$ cat src/rtl/virq_pkg.sv
package virq_pkg;
  localparam int          PRI_W       = 8;
  localparam logic [7:0]  IDLE_PRI    = 8'hFF;
  localparam int          SPURIOUS_ID = 1023;
  localparam int          SPI_MAX     = 1019;
  localparam logic [1:0]  ST_NONE     = 2'b00;
  localparam logic [1:0]  ST_PEND     = 2'b01;
  localparam logic [1:0]  ST_ACT      = 2'b10;
endpackage

$ cat src/rtl/virq_scan.sv
module virq_scan
  import virq_pkg::*;
#(
  parameter int N     = 16,
  parameter int ID_W  = 16,
  parameter int CNT_W = $clog2(N + 1),
  parameter int IDX_W = $clog2(N)
) (
  input  logic [CNT_W-1:0]  used_cnt,
  input  logic              grp0_en,
  input  logic              grp1_en,
  input  logic [2*N-1:0]    ent_state,
  input  logic [8*N-1:0]    ent_prio,
  input  logic [N-1:0]      ent_grp,
  input  logic [ID_W*N-1:0] ent_vid,
  output logic              found,
  output logic [IDX_W-1:0]  win_idx,
  output logic [7:0]        win_pri,
  output logic              win_grp,
  output logic [ID_W-1:0]   win_vid
);
  logic [7:0]       best_pri [N+1];
  logic [IDX_W-1:0] best_idx [N+1];
  logic             best_ok  [N+1];

  assign best_pri[0] = IDLE_PRI;
  assign best_idx[0] = '0;
  assign best_ok[0]  = 1'b0;

  for (genvar g = 0; g < N; g++) begin : g_slot
    logic [7:0] pri;
    logic       cand;
    logic       take;
    assign pri  = ent_prio[8*g +: 8];
    assign cand = (CNT_W'(g) < used_cnt) &&
                  (ent_state[2*g +: 2] == ST_PEND) &&
                  (ent_grp[g] ? grp1_en : grp0_en);
    assign take = cand && (pri < best_pri[g]);
    assign best_pri[g+1] = take ? pri : best_pri[g];
    assign best_idx[g+1] = take ? IDX_W'(g) : best_idx[g];
    assign best_ok[g+1]  = take | best_ok[g];
  end

  assign found   = best_ok[N];
  assign win_idx = best_idx[N];
  assign win_pri = best_pri[N];
  assign win_grp = ent_grp[win_idx];
  assign win_vid = ent_vid[ID_W*win_idx +: ID_W];
endmodule

$ cat src/rtl/virq_gate.sv
module virq_gate
  import virq_pkg::*;
#(
  parameter int ID_W = 16
) (
  input  logic            found,
  input  logic [7:0]      win_pri,
  input  logic            win_grp,
  input  logic [ID_W-1:0] win_vid,
  input  logic            req_grp,
  input  logic [7:0]      pmr,
  input  logic [7:0]      run_prio,
  input  logic [2:0]      bpr0,
  input  logic [2:0]      bpr1,
  output logic            grant,
  output logic [7:0]      level,
  output logic [1:0]      next_state
);
  logic [3:0] sub_bits;
  logic [7:0] pre_mask;

  always_comb begin
    if (req_grp) sub_bits = {1'b0, bpr1};
    else         sub_bits = {1'b0, bpr0} + 4'd1;
    pre_mask = 8'hFF << sub_bits;
    level    = win_pri & pre_mask;
    grant    = found && (win_grp == req_grp) &&
               (pmr > win_pri) && (run_prio > level);
    next_state = (win_vid <= ID_W'(SPI_MAX)) ? ST_ACT : ST_NONE;
  end
endmodule

$ cat src/rtl/virq_ack_unit.sv
module virq_ack_unit
  import virq_pkg::*;
#(
  parameter int N     = 16,
  parameter int ID_W  = 16,
  parameter int CNT_W = $clog2(N + 1),
  parameter int IDX_W = $clog2(N)
) (
  input  logic              clk,
  input  logic              rst,
  input  logic              req,
  input  logic              req_grp,
  input  logic [CNT_W-1:0]  used_cnt,
  input  logic              grp0_en,
  input  logic              grp1_en,
  input  logic [7:0]        pmr,
  input  logic [7:0]        run_prio,
  input  logic [2:0]        bpr0,
  input  logic [2:0]        bpr1,
  input  logic [2*N-1:0]    ent_state,
  input  logic [8*N-1:0]    ent_prio,
  input  logic [N-1:0]      ent_grp,
  input  logic [ID_W*N-1:0] ent_vid,
  output logic              rsp_valid,
  output logic [ID_W-1:0]   rsp_id,
  output logic              wb_valid,
  output logic [IDX_W-1:0]  wb_idx,
  output logic [1:0]        wb_state,
  output logic              ap_valid,
  output logic              ap_grp,
  output logic [7:0]        ap_level
);
  logic             found, win_grp, grant;
  logic [IDX_W-1:0] win_idx;
  logic [7:0]       win_pri, level;
  logic [ID_W-1:0]  win_vid;
  logic [1:0]       next_state;

  virq_scan #(.N(N), .ID_W(ID_W), .CNT_W(CNT_W), .IDX_W(IDX_W)) u_scan (
    .used_cnt(used_cnt), .grp0_en(grp0_en), .grp1_en(grp1_en),
    .ent_state(ent_state), .ent_prio(ent_prio), .ent_grp(ent_grp),
    .ent_vid(ent_vid), .found(found), .win_idx(win_idx),
    .win_pri(win_pri), .win_grp(win_grp), .win_vid(win_vid)
  );

  virq_gate #(.ID_W(ID_W)) u_gate (
    .found(found), .win_pri(win_pri), .win_grp(win_grp), .win_vid(win_vid),
    .req_grp(req_grp), .pmr(pmr), .run_prio(run_prio),
    .bpr0(bpr0), .bpr1(bpr1), .grant(grant), .level(level),
    .next_state(next_state)
  );

  always_ff @(posedge clk) begin
    if (rst) begin
      rsp_valid <= 1'b0;
      rsp_id    <= ID_W'(SPURIOUS_ID);
      wb_valid  <= 1'b0;
      wb_idx    <= '0;
      wb_state  <= ST_NONE;
      ap_valid  <= 1'b0;
      ap_grp    <= 1'b0;
      ap_level  <= IDLE_PRI;
    end else begin
      rsp_valid <= req;
      wb_valid  <= req && grant;
      ap_valid  <= req && grant;
      if (req) begin
        rsp_id   <= grant ? win_vid : ID_W'(SPURIOUS_ID);
        wb_idx   <= win_idx;
        wb_state <= next_state;
        ap_grp   <= req_grp;
        ap_level <= level;
      end
    end
  end
endmodule

$ cat config.mk
export PLATFORM = sky130hd
export DESIGN_NAME = virq_ack_unit
export DESIGN_NICKNAME = d
export VERILOG_FILES = /design/src/rtl/virq_pkg.sv /design/src/rtl/virq_scan.sv /design/src/rtl/virq_gate.sv /design/src/rtl/virq_ack_unit.sv
export SDC_FILE = /design/constraint.sdc
export NUM_CORES = 1
export LEC_CHECK = 0
export BUFFER_PORTS_ARGS = -buffer_cell sky130_fd_sc_hd__buf_2
export CORE_AREA = 8 8 186 188
export DETAILED_ROUTE_END_ITERATION = 16
export DIE_AREA = 0 0 194 196
export GPL_TIMING_DRIVEN = 0
export SYNTH_ARGS = -nofsm -noshare
export SYNTH_HDL_FRONTEND = slang
export SYNTH_SLANG_ARGS = --single-unit
$ cat constraint.sdc
create_clock -name clk -period 90.9 [get_ports clk]
set_input_delay 18.18 -clock clk [delete_from_list [all_inputs] [get_ports clk]]
set_output_delay 18.18 -clock clk [all_outputs]
set_load 0.03 [all_outputs]
After elaboration in Yosys (flattened, before gate mapping)
Cells that the tools add are included.
{"block": "word_totals", "ramBits": 0, "romBits": 0, "register_bits": 33, "wordCells": 183, "n_memories": 0, "latchBits": 0, "input_bits": 465}
{"block": "op_classes", "addsub": 1, "eq_ne": 17, "n_bitwise": 16, "n_shift": 2, "n_reduce_logical": 52, "n_lt_le_gt_ge": 36, "n_div": 0, "n_mul": 0, "muxes": 52}
{"op": "$shiftx 256x9->16", "n": 1}
{"op": "$mux 8", "n": 16}
{"op": "$lt 8x8->1", "n": 15}
{"op": "$mux 4", "n": 15}
{"op": "$logic_and 1x1->1", "n": 52}
{"op": "$lt 4x5->1 const A", "n": 8}
{"op": "$eq 2x1->1 const B", "n": 16}
{"op": "$lt 3x5->1 const A", "n": 4}
{"op": "$mux 1", "n": 18}
{"op": "$gt 8x8->1", "n": 2}
{"op": "$le 16x10->1 const B", "n": 1}
{"op": "$mux 16", "n": 1}
{"op": "$or 1x1->1", "n": 15}
{"op": "$lt 1x5->1 const A", "n": 2}
{"op": "$lt 2x5->1 const A", "n": 2}
{"op": "$and 8x8->8", "n": 1}
{"op": "$lt 8x8->1 const B", "n": 1}
{"op": "$shl 8x4->8 const A", "n": 1}
{"op": "$lt 4x5->1 const B", "n": 1}
{"op": "$add 3x1->4 const B", "n": 1}
{"op": "$bmux 1 s4", "n": 1}
{"op": "$mux 2", "n": 1}
{"op": "$eq 1x1->1", "n": 1}

Longest topological paths before layout
Gate-level depths: netlist of run 1.
{"block": "logic_depth", "word_depth": 57, "depth_mapped": 197, "depth_no_buf": 176}

Modules after synthesis
Synthesis of run 1 repeated with hierarchy kept, for this count alone.
{"block": "unflattened", "hier_cells": 1403, "hier_area_um2": 10172.3}
{"module": "virq_scan", "area_each_um2": 8296.7, "cells_each": 1192, "instances": 1, "seq_area_each_um2": 0.0}
{"module": "virq_ack_unit", "area_each_um2": 1242.4, "cells_each": 126, "instances": 1, "seq_area_each_um2": 660.6}
{"module": "virq_gate", "area_each_um2": 633.1, "cells_each": 85, "instances": 1, "seq_area_each_um2": 0.0}

Worst setup path before layout of run 1
OpenSTA, ideal clock, no wires.
{"block": "synth_path", "path_type": "input to register", "startpoint": "in used_cnt[2]", "endpoint": "reg rsp_id[1]", "setup_slack_ns": 40.473, "arrival_ns": 50.303, "n_path_buf": 22, "t_required_ns": 90.775, "cell_stages": 178, "cell_sequence": "buf_2 > nor4_4 > a211o_1 > buf_2 > nor2_1 > ha_1 > and3_1 > a41oi_2 > or4_1 > nand2_1 > clkbuf_1 > nor2_1 > a21oi_1 > inv_1 > ha_1 > nand3_1 > nor2_1 > nand3_1 > [142 not listed] > nand2_1 > nor4_1 > a311oi_4 > nand2_2 > buf_6 > clkbuf_1 > clkbuf_1 > o21ai_1 > a211o_1 > ha_1 > a21o_1 > a21o_1 > a211oi_1 > nor4_1 > o31ai_2 > inv_2 > buf_6 > a31oi_2"}
{"block": "synth_between", "elab_chain_cells": 57}
{"item": "start: declaration", "line": "virq_ack_unit.sv:13", "rtl": "input logic [CNT_W-1:0] used_cnt,"}
{"item": "branches (longest 56 deep; another with $lt 8x8->1)"}
{"item": "$mux 16 *", "line": "virq_ack_unit.sv:68", "rtl": "rsp_id <= grant ? win_vid : ID_W'(SPURIOUS_ID);"}
{"item": "end signal: assignment", "line": "virq_ack_unit.sv:56", "rtl": "rsp_id <= ID_W'(SPURIOUS_ID);"}
{"item": "end signal: assignment", "line": "virq_ack_unit.sv:68"}
{"item": "end: declaration", "line": "virq_ack_unit.sv:25", "rtl": "output logic [ID_W-1:0] rsp_id,"}
Mark *: on every way between the ends. The select of a mux whose other input is x is not followed.
A chain may end at the register's enable or synchronous reset.

Worst setup path after layout of run 1
{"block": "layout_path", "startpoint": "in used_cnt[4]", "endpoint": "reg rsp_id[7]"}
Same word-level chain as after synthesis.

==> flow_summary.ini, run 1 <==
[clock_tree]
cts_hold_buf = 0
tritoncts = done
cts-buffers-inserted = 5
cts_max_path_buffers = 2
worst_skew_pair_later_pin_latency_ns = 0.28
h-tree-depth = 2
cts_setup_buffers = 0
clkSinkCount = 32
clkTransAtPathRegs_ns = 0.05
postCtsResizedCells = 0
cts_root_buffer = clkbuf_16

[final_layout]
syn2layout_area_growth_pct = 29.5
fraction_of_final_layout_cells_with_drive_strength_greater_than_1_pct = 30.7
layout.cells.non_filler = 2520
postLayoutCellArea_mm2 = 0.0141
final_nets = 2658
finish.utilization_pct = 44.2

[power]
seqPwrFrac_pct = 7.3
int_power_mw = 0.0943
power.combinational.fraction_pct = 83.3
ir_worst_vdd_mv = 0.00717
p_leak_nw = 6.80
power_density_over_the_cells_mw_per_mm2 = 15.5
netSwitchingPower_mw = 0.124
switching_share_pct = 56.9
totalPowerFinal_mw = 0.219
clock_power_share_pct = 9.4

[logic_synthesis]
synth_area_mm2 = 0.0109
synth_seq_cells = 32
ys_types = 124
synth_nets = 2157
synth_flop_cell = dfxtp_1
yosys.area.top_type = ha_1
synth.yosys.seq_area_share_pct = 5.89
synth.top_cell.area_share_pct = 10.7
async_flop_share_pct = 0
synth_enable_flop_cells = 0
synth.top_cells.by_area = ha_1, mux2i_1, nand2_1, dfxtp_1, nor2_1
post_synth.cell_area_avg_um2 = 6.80
synth_cells = 1599
yosysWarningCount = 0

[place]
dpl.cell_count = 2501
preCtsSetupSlack_ns = 33.04
dpl_cell_area_mm2 = 0.0139
portBuffers = 493
place_congestion = 0.969
detailed_place_hpwl_um = 51800

[min_path]
hold_path_class = flip-flop to flip-flop

[global_routing]
grt_util_all_layers_pct = 29.4
grt_pass1_vias = 14900
grt_pass1_wl_um = 87600
grt_max_degree = 11
antenna_found_initial = 10
grt.overflow.total = 0

[routing]
vias_per_instance = 5.87
detail-route-antenna-nets = 0
num_vias = 14800
post-route-drc-count = 0
route.final.wire_length_um = 59800
first_iter_violations = 1133
drt-pass1-iter-count = 7
drt-wirelength-per-cell_um = 23.7

[worst_setup_path]
slowest_cp_cell = nor4_4
cpLargestDelayFamily = compound AO/OA/AOI/OAI gates
worst_path_most_repeated_cell = ha_1
cp_slowest_stage_delay_ns = 0.65
cp_max_fo = 10
worst-endpoint-required_ns = 91.04
setup.worst_path.end_class = flip-flop
setup.worst_path.start_class = primary input
crit_type = primary input to flip-flop
arrival_ns = 58.58
worstPathBufferInverterCount = 34

[floorplanning]
die_h_um = 196
rows = 66
fp.dieArea_mm2 = 0.0380
core_mm2 = 0.0319
pin_count = 499
initial_standard_cell_utilization_of_the_core_pct = 34.1
die_width_um = 194

[run_status]
outcome = completed

[timing]
setup-violations-final = 0
finClkSkew_ns = 0
highest_clock_frequency_the_design_can_meet_mhz = 17.1
worstMarginPinSlew_ns = 1.41
final_hold_vio_count = 0
final_period_minus_worst_setup_slack_ns = 58.44
setup_slack_ns = 32.46
holdWs_ns = 0.451
fin_tns_setup_ns = 0
final_min_period_over_clock_period_pct = 64.3
setup_repair_after_global_routing_missed_its_margin = false
relSlewSlack_pct = 5.02
fin_max_slew_vios = 0

[flow_run]
cap_viol_max_count = 0
## registers in the layout, summed over array words and instances, names as in the netlist
name / flops
wb_idx: 4
ap_valid: 1
rsp_id: 16
wb_state: 1
rsp_valid: 1
ap_level: 8
ap_grp: 1
## cell usage after synthesis (all sizes together), types with 17 or more instances
cell and count:
dfxtp 32, nor3 24, nand4 28, buf 42, nand3 71, inv 97, mux2 22, o211ai 17
nor2b 19, or2 21, nand2 241, o21ai 89, a21oi 116, a211oi 28, a31oi 31, clkbuf 30
nor2 160, ha 93, and2 21, a21o 19, mux2i 93, nand2b 18
## path summary, 6_finish.rpt
kind	start	slack, ns	to	depth (start not counted)
worst max-delay path	used_cnt[4]	32.46	rsp_id[7]	177
worst min-delay path	wb_idx[1]	0.45	wb_idx[1]	2
worst max register to register	wb_state[1]	89.91	wb_state[1]	2
worst min register to register	wb_idx[1]	0.45	wb_idx[1]	2
## per-layer routing
metal / routed length, um / track usage (%) / share of wire, %
met2: 29700 / 53.4 / 50
met1: 22800 / 32.9 / 38
met3: 4150 / 5.17 / 6.9
met5: 13 / 0 / 0.022
met4: 3070 / 13.9 / 5.1
## cell families (layout without fill, tap and decap cells)
logic type	Yosys count	count (layout)	share of synthesized area (%)
compound gates	494	494	33.9
xor+xnor	10	10	0.805
fa+ha+maj	99	99	11.3
buf+inv	170	672	6.96
flops	32	32	5.89
mux	115	115	11.1
other cells	1	12	0.0345
simple gates	678	678	30.1
## final cells by class
class	instances	area, um2
Clock inverter	1	30.0
Inverter	98	368
Sequential cell	32	641
Antenna cell	11	27.5
Fill cell	3461	17800
Tap cell	408	510
Buffer	72	389
Timing Repair Buffer	494	2480
Multi-Input combinational cell	1397	9480
Clock buffer	7	153
## cell usage in the layout (no fill, tap or decap), drive strengths merged, types with 22 or more instances in the layout
cell type  synthesis  final
a211oi            28     28
nor3              24     24
o21ai             89     89
a21oi            116    116
dfxtp             32     32
mux2              22     22
buf               42    536
nor2             160    160
clkbuf            30     37
nand4             28     28
inv               97     97
ha                93     93
mux2i             93     93
nand2            241    241
a31oi             31     31
nand3             71     71
## worst min-delay path: stages (launching register included)
cell     delay (ns)
dfxtp_1        0.32
nand2_1        0.04
o21ai_0        0.06
## power by group through the flow
stage	Sequential, mW	Clock (mW)	Combinational (mW)
after detailed placement	0.0163	0	0.179
after floorplan	0.0187	0	0.112
after CTS	0.0160	0.0208	0.180
final	0.0160	0.0206	0.182
after global placement	0.0162	0	0.177
after global routing	0.0161	0.0212	0.197
(Power assumes the default switching activity.)
==> run 2: changes to the inputs <==
--- a/config.mk
+++ b/config.mk
@@ -5,10 +5,11 @@
 export SDC_FILE = /design/constraint.sdc
 export NUM_CORES = 1
 export LEC_CHECK = 0
+export ABC_AREA = 1
 export BUFFER_PORTS_ARGS = -buffer_cell sky130_fd_sc_hd__buf_2
-export CORE_AREA = 8 8 186 188
+export CORE_AREA = 8 8 188 190
 export DETAILED_ROUTE_END_ITERATION = 16
-export DIE_AREA = 0 0 194 196
+export DIE_AREA = 0 0 196 198
 export GPL_TIMING_DRIVEN = 0
 export SYNTH_ARGS = -nofsm -noshare
 export SYNTH_HDL_FRONTEND = slang
==> constraint.sdc (replaced) <==
create_clock -name clk -period 50.5 [get_ports clk]
set_input_delay 10.1 -clock clk [delete_from_list [all_inputs] [get_ports clk]]
set_output_delay 10.1 -clock clk [all_outputs]
set_load 0.03 [all_outputs]
==> run 2 against run 1 <==
Worst hold slack worse by 0.00051 ns. First-iteration DRC count down 42%. Critical path depth down 50. Global-route usage down 3.3 points. Utilization down 4.3 points. Clock power up 69%. Critical path type unchanged.
==> flow_summary.ini, run 2 <==
[final_layout]
finish.utilization_pct = 39.9
postLayoutCellArea_mm2 = 0.0128
final_nets = 2847
largest_register_ffs = 16
layout_top_registers = rsp_id: 16 flops, ap_level: 8 flops, wb_idx: 4 flops
syn2layout_area_growth_pct = 33.2
commonest_cells_after_routing_fill_and_taps_aside = nand2_1, buf_2, nand3_1, inv_1, nor2_1
filler_cell_count = 3723
layout.cells.most_common = nand2_1
fraction_of_final_layout_cells_with_drive_strength_greater_than_1_pct = 29.1
largest-register = rsp_id

[worst_setup_path]
rr_endpoint = ap_level[7]
cp_slowest_stage_delay_ns = 1.02
arrival_ns = 42.20
setup.worst_path.start_class = primary input
critical_path.reg2reg.startpoint = ap_level[7]
slowest_cp_cell = a2111oi_0
worst_setup_path_endpoint = rsp_id[7]
worst_setup_path_startpoint = used_cnt[4]
worst-endpoint-required_ns = 50.67
worst-r2r-cell-count = 2
setup.worst_path.end_class = flip-flop
worst_path_most_repeated_cell = ha_1
cp_max_fo = 10
crit_type = primary input to flip-flop
setup.reg_to_reg.worst_slack_ns = 49.88

[routing]
routed-wl-met2_um = 27100
detail-route-antenna-nets = 0
drt-wirelength-per-cell_um = 19.8
post-route-drc-count = 0
maxUsedRoutingLayer = met5
drt-pass1-iter-count = 5
first_iter_violations = 656
route.final.wire_length_um = 53500
num_vias = 13900
m1WireLength_um = 21300
route.met3.wl_um = 3720
vias_per_instance = 5.11

[timing]
setup-violations-final = 0
final_period_minus_worst_setup_slack_ns = 42.03
finClkSkew_ns = 0
highest_clock_frequency_the_design_can_meet_mhz = 23.8
worstMarginPinSlew_ns = 1.29
holdWs_ns = 0.451
relSlewSlack_pct = 11.9
fin_max_slew_vios = 0
setup_repair_after_global_routing_missed_its_margin = false
final_hold_vio_count = 0
fin_tns_setup_ns = 0
setup_slack_ns = 8.47
final_min_period_over_clock_period_pct = 83.2

[flow_run]
cap_viol_max_count = 0

[global_routing]
grt_max_degree = 12
grt.overflow.total = 0
antenna_found_initial = 20
grt_pass1_wl_um = 79300
grt_util_all_layers_pct = 26.0
grt_pass1_vias = 13800

[clock_tree]
h-tree-depth = 2
worst_skew_pair_later_pin_latency_ns = 0.28
postCtsResizedCells = 0
clkSinkCount = 32
tritoncts = done
cts_root_buffer = clkbuf_16
cts_setup_buffers = 0
cts_max_path_buffers = 2
clkTransAtPathRegs_ns = 0.05
cts-buffers-inserted = 5
cts_hold_buf = 0

[floorplanning]
rows = 66
pin_count = 499
fp.dieArea_mm2 = 0.0388
die_h_um = 198
core_mm2 = 0.0322
initial_standard_cell_utilization_of_the_core_pct = 29.9
die_width_um = 196

[logic_synthesis]
synth_nets = 2342
post_synth.cell_area_avg_um2 = 5.40
synth_area_mm2 = 0.00964
synth.yosys.seq_area_share_pct = 6.65
post-synth-top-count-cell = nand2_1
synth_cells = 1784
async_flop_share_pct = 0
ys_types = 52
yosys.area.top_type = nand2_1
synth_enable_flop_cells = 0
synth_seq_cells = 32
netlist_top_cells_count = nand2_1, nand3_1, inv_1
synth.top_cells.by_area = nand2_1, nand3_1, ha_1, dfxtp_1, inv_1
synth_flop_cell = dfxtp_1
synth.top_cell.area_share_pct = 22.9
yosysWarningCount = 0

[place]
detailed_place_hpwl_um = 46800
portBuffers = 497
dpl_cell_area_mm2 = 0.0126
place_congestion = 0.978
preCtsSetupSlack_ns = 8.40

[power]
ir_worst_vdd_mv = 0.0134
power_density_over_the_cells_mw_per_mm2 = 25.7
p_leak_nw = 7.33

[min_path]
hold_path_class = flip-flop to flip-flop

[run_status]
outcome = completed
[run 2: power by group]
| group | internal [mW] | switching (mW) | leakage, nW |
|---|---|---|---|
| clock network | 0.0232 | 0.0117 | 0.0799 |
| logic | 0.0966 | 0.170 | 6.99 |
| registers | 0.0272 | 0.000934 | 0.262 |
[run 2: cell families after synthesis]
kind of cell / share of synthesized area (%)
simple gates: 56.2
compound gates: 12.0
fa+ha+maj: 12.1
buf+inv: 12.9
other cells: 0.0389
flops: 6.65
xor+xnor: 0.0909
[run 2: worst min path at each step]
stage                        endpoint  depth (start not counted)   startpoint
after floorplan           wb_state[1]                          2  wb_state[1]
after global placement      wb_idx[2]                          2    wb_idx[2]
after detailed placement   rsp_id[10]                          2   rsp_id[10]
after CTS                  rsp_id[10]                          2   rsp_id[10]
after global routing       rsp_id[10]                          2   rsp_id[10]
final                      rsp_id[15]                          2   rsp_id[15]
[run 2: final cells by class]
| type | count | area (um2) | area share [%] |
|---|---|---|---|
| clock buffer | 5 | 125 | 0.974 |
| timing repair buffer | 498 | 2490 | 19.4 |
| buffer | 83 | 581 | 4.52 |
| inverter | 177 | 664 | 5.17 |
| antenna | 11 | 27.5 | 0.214 |
| tap | 408 | 510 | 3.98 |
| clock inverter | 3 | 42.5 | 0.331 |
| sequential | 32 | 641 | 4.99 |
| multi-input combinational | 1492 | 7760 | 60.4 |
[run 2: metrics by stage]
step	power, mW	instances
global placement	0.292	2689
finish	0.330	2709
detailed placement	0.295	2690
global route	0.364	2707
floorplan	0.207	1784
CTS	0.331	2698
[run 2: routing by layer]
metal	GRT usage (%)	vias up
met5	0	-
met4	7.38	14
met3	4.94	82
met2	49.0	539
met1	29.5	6295
li1	-	6925
[run 2: critical path, delay by kind of cell]
| family | cells | cell delay (ns) |
|---|---|---|
| fa+ha+maj | 16 | 4.43 |
| buf+inv | 21 | 4.39 |
| compound gates | 41 | 11.86 |
| simple gates | 49 | 11.34 |
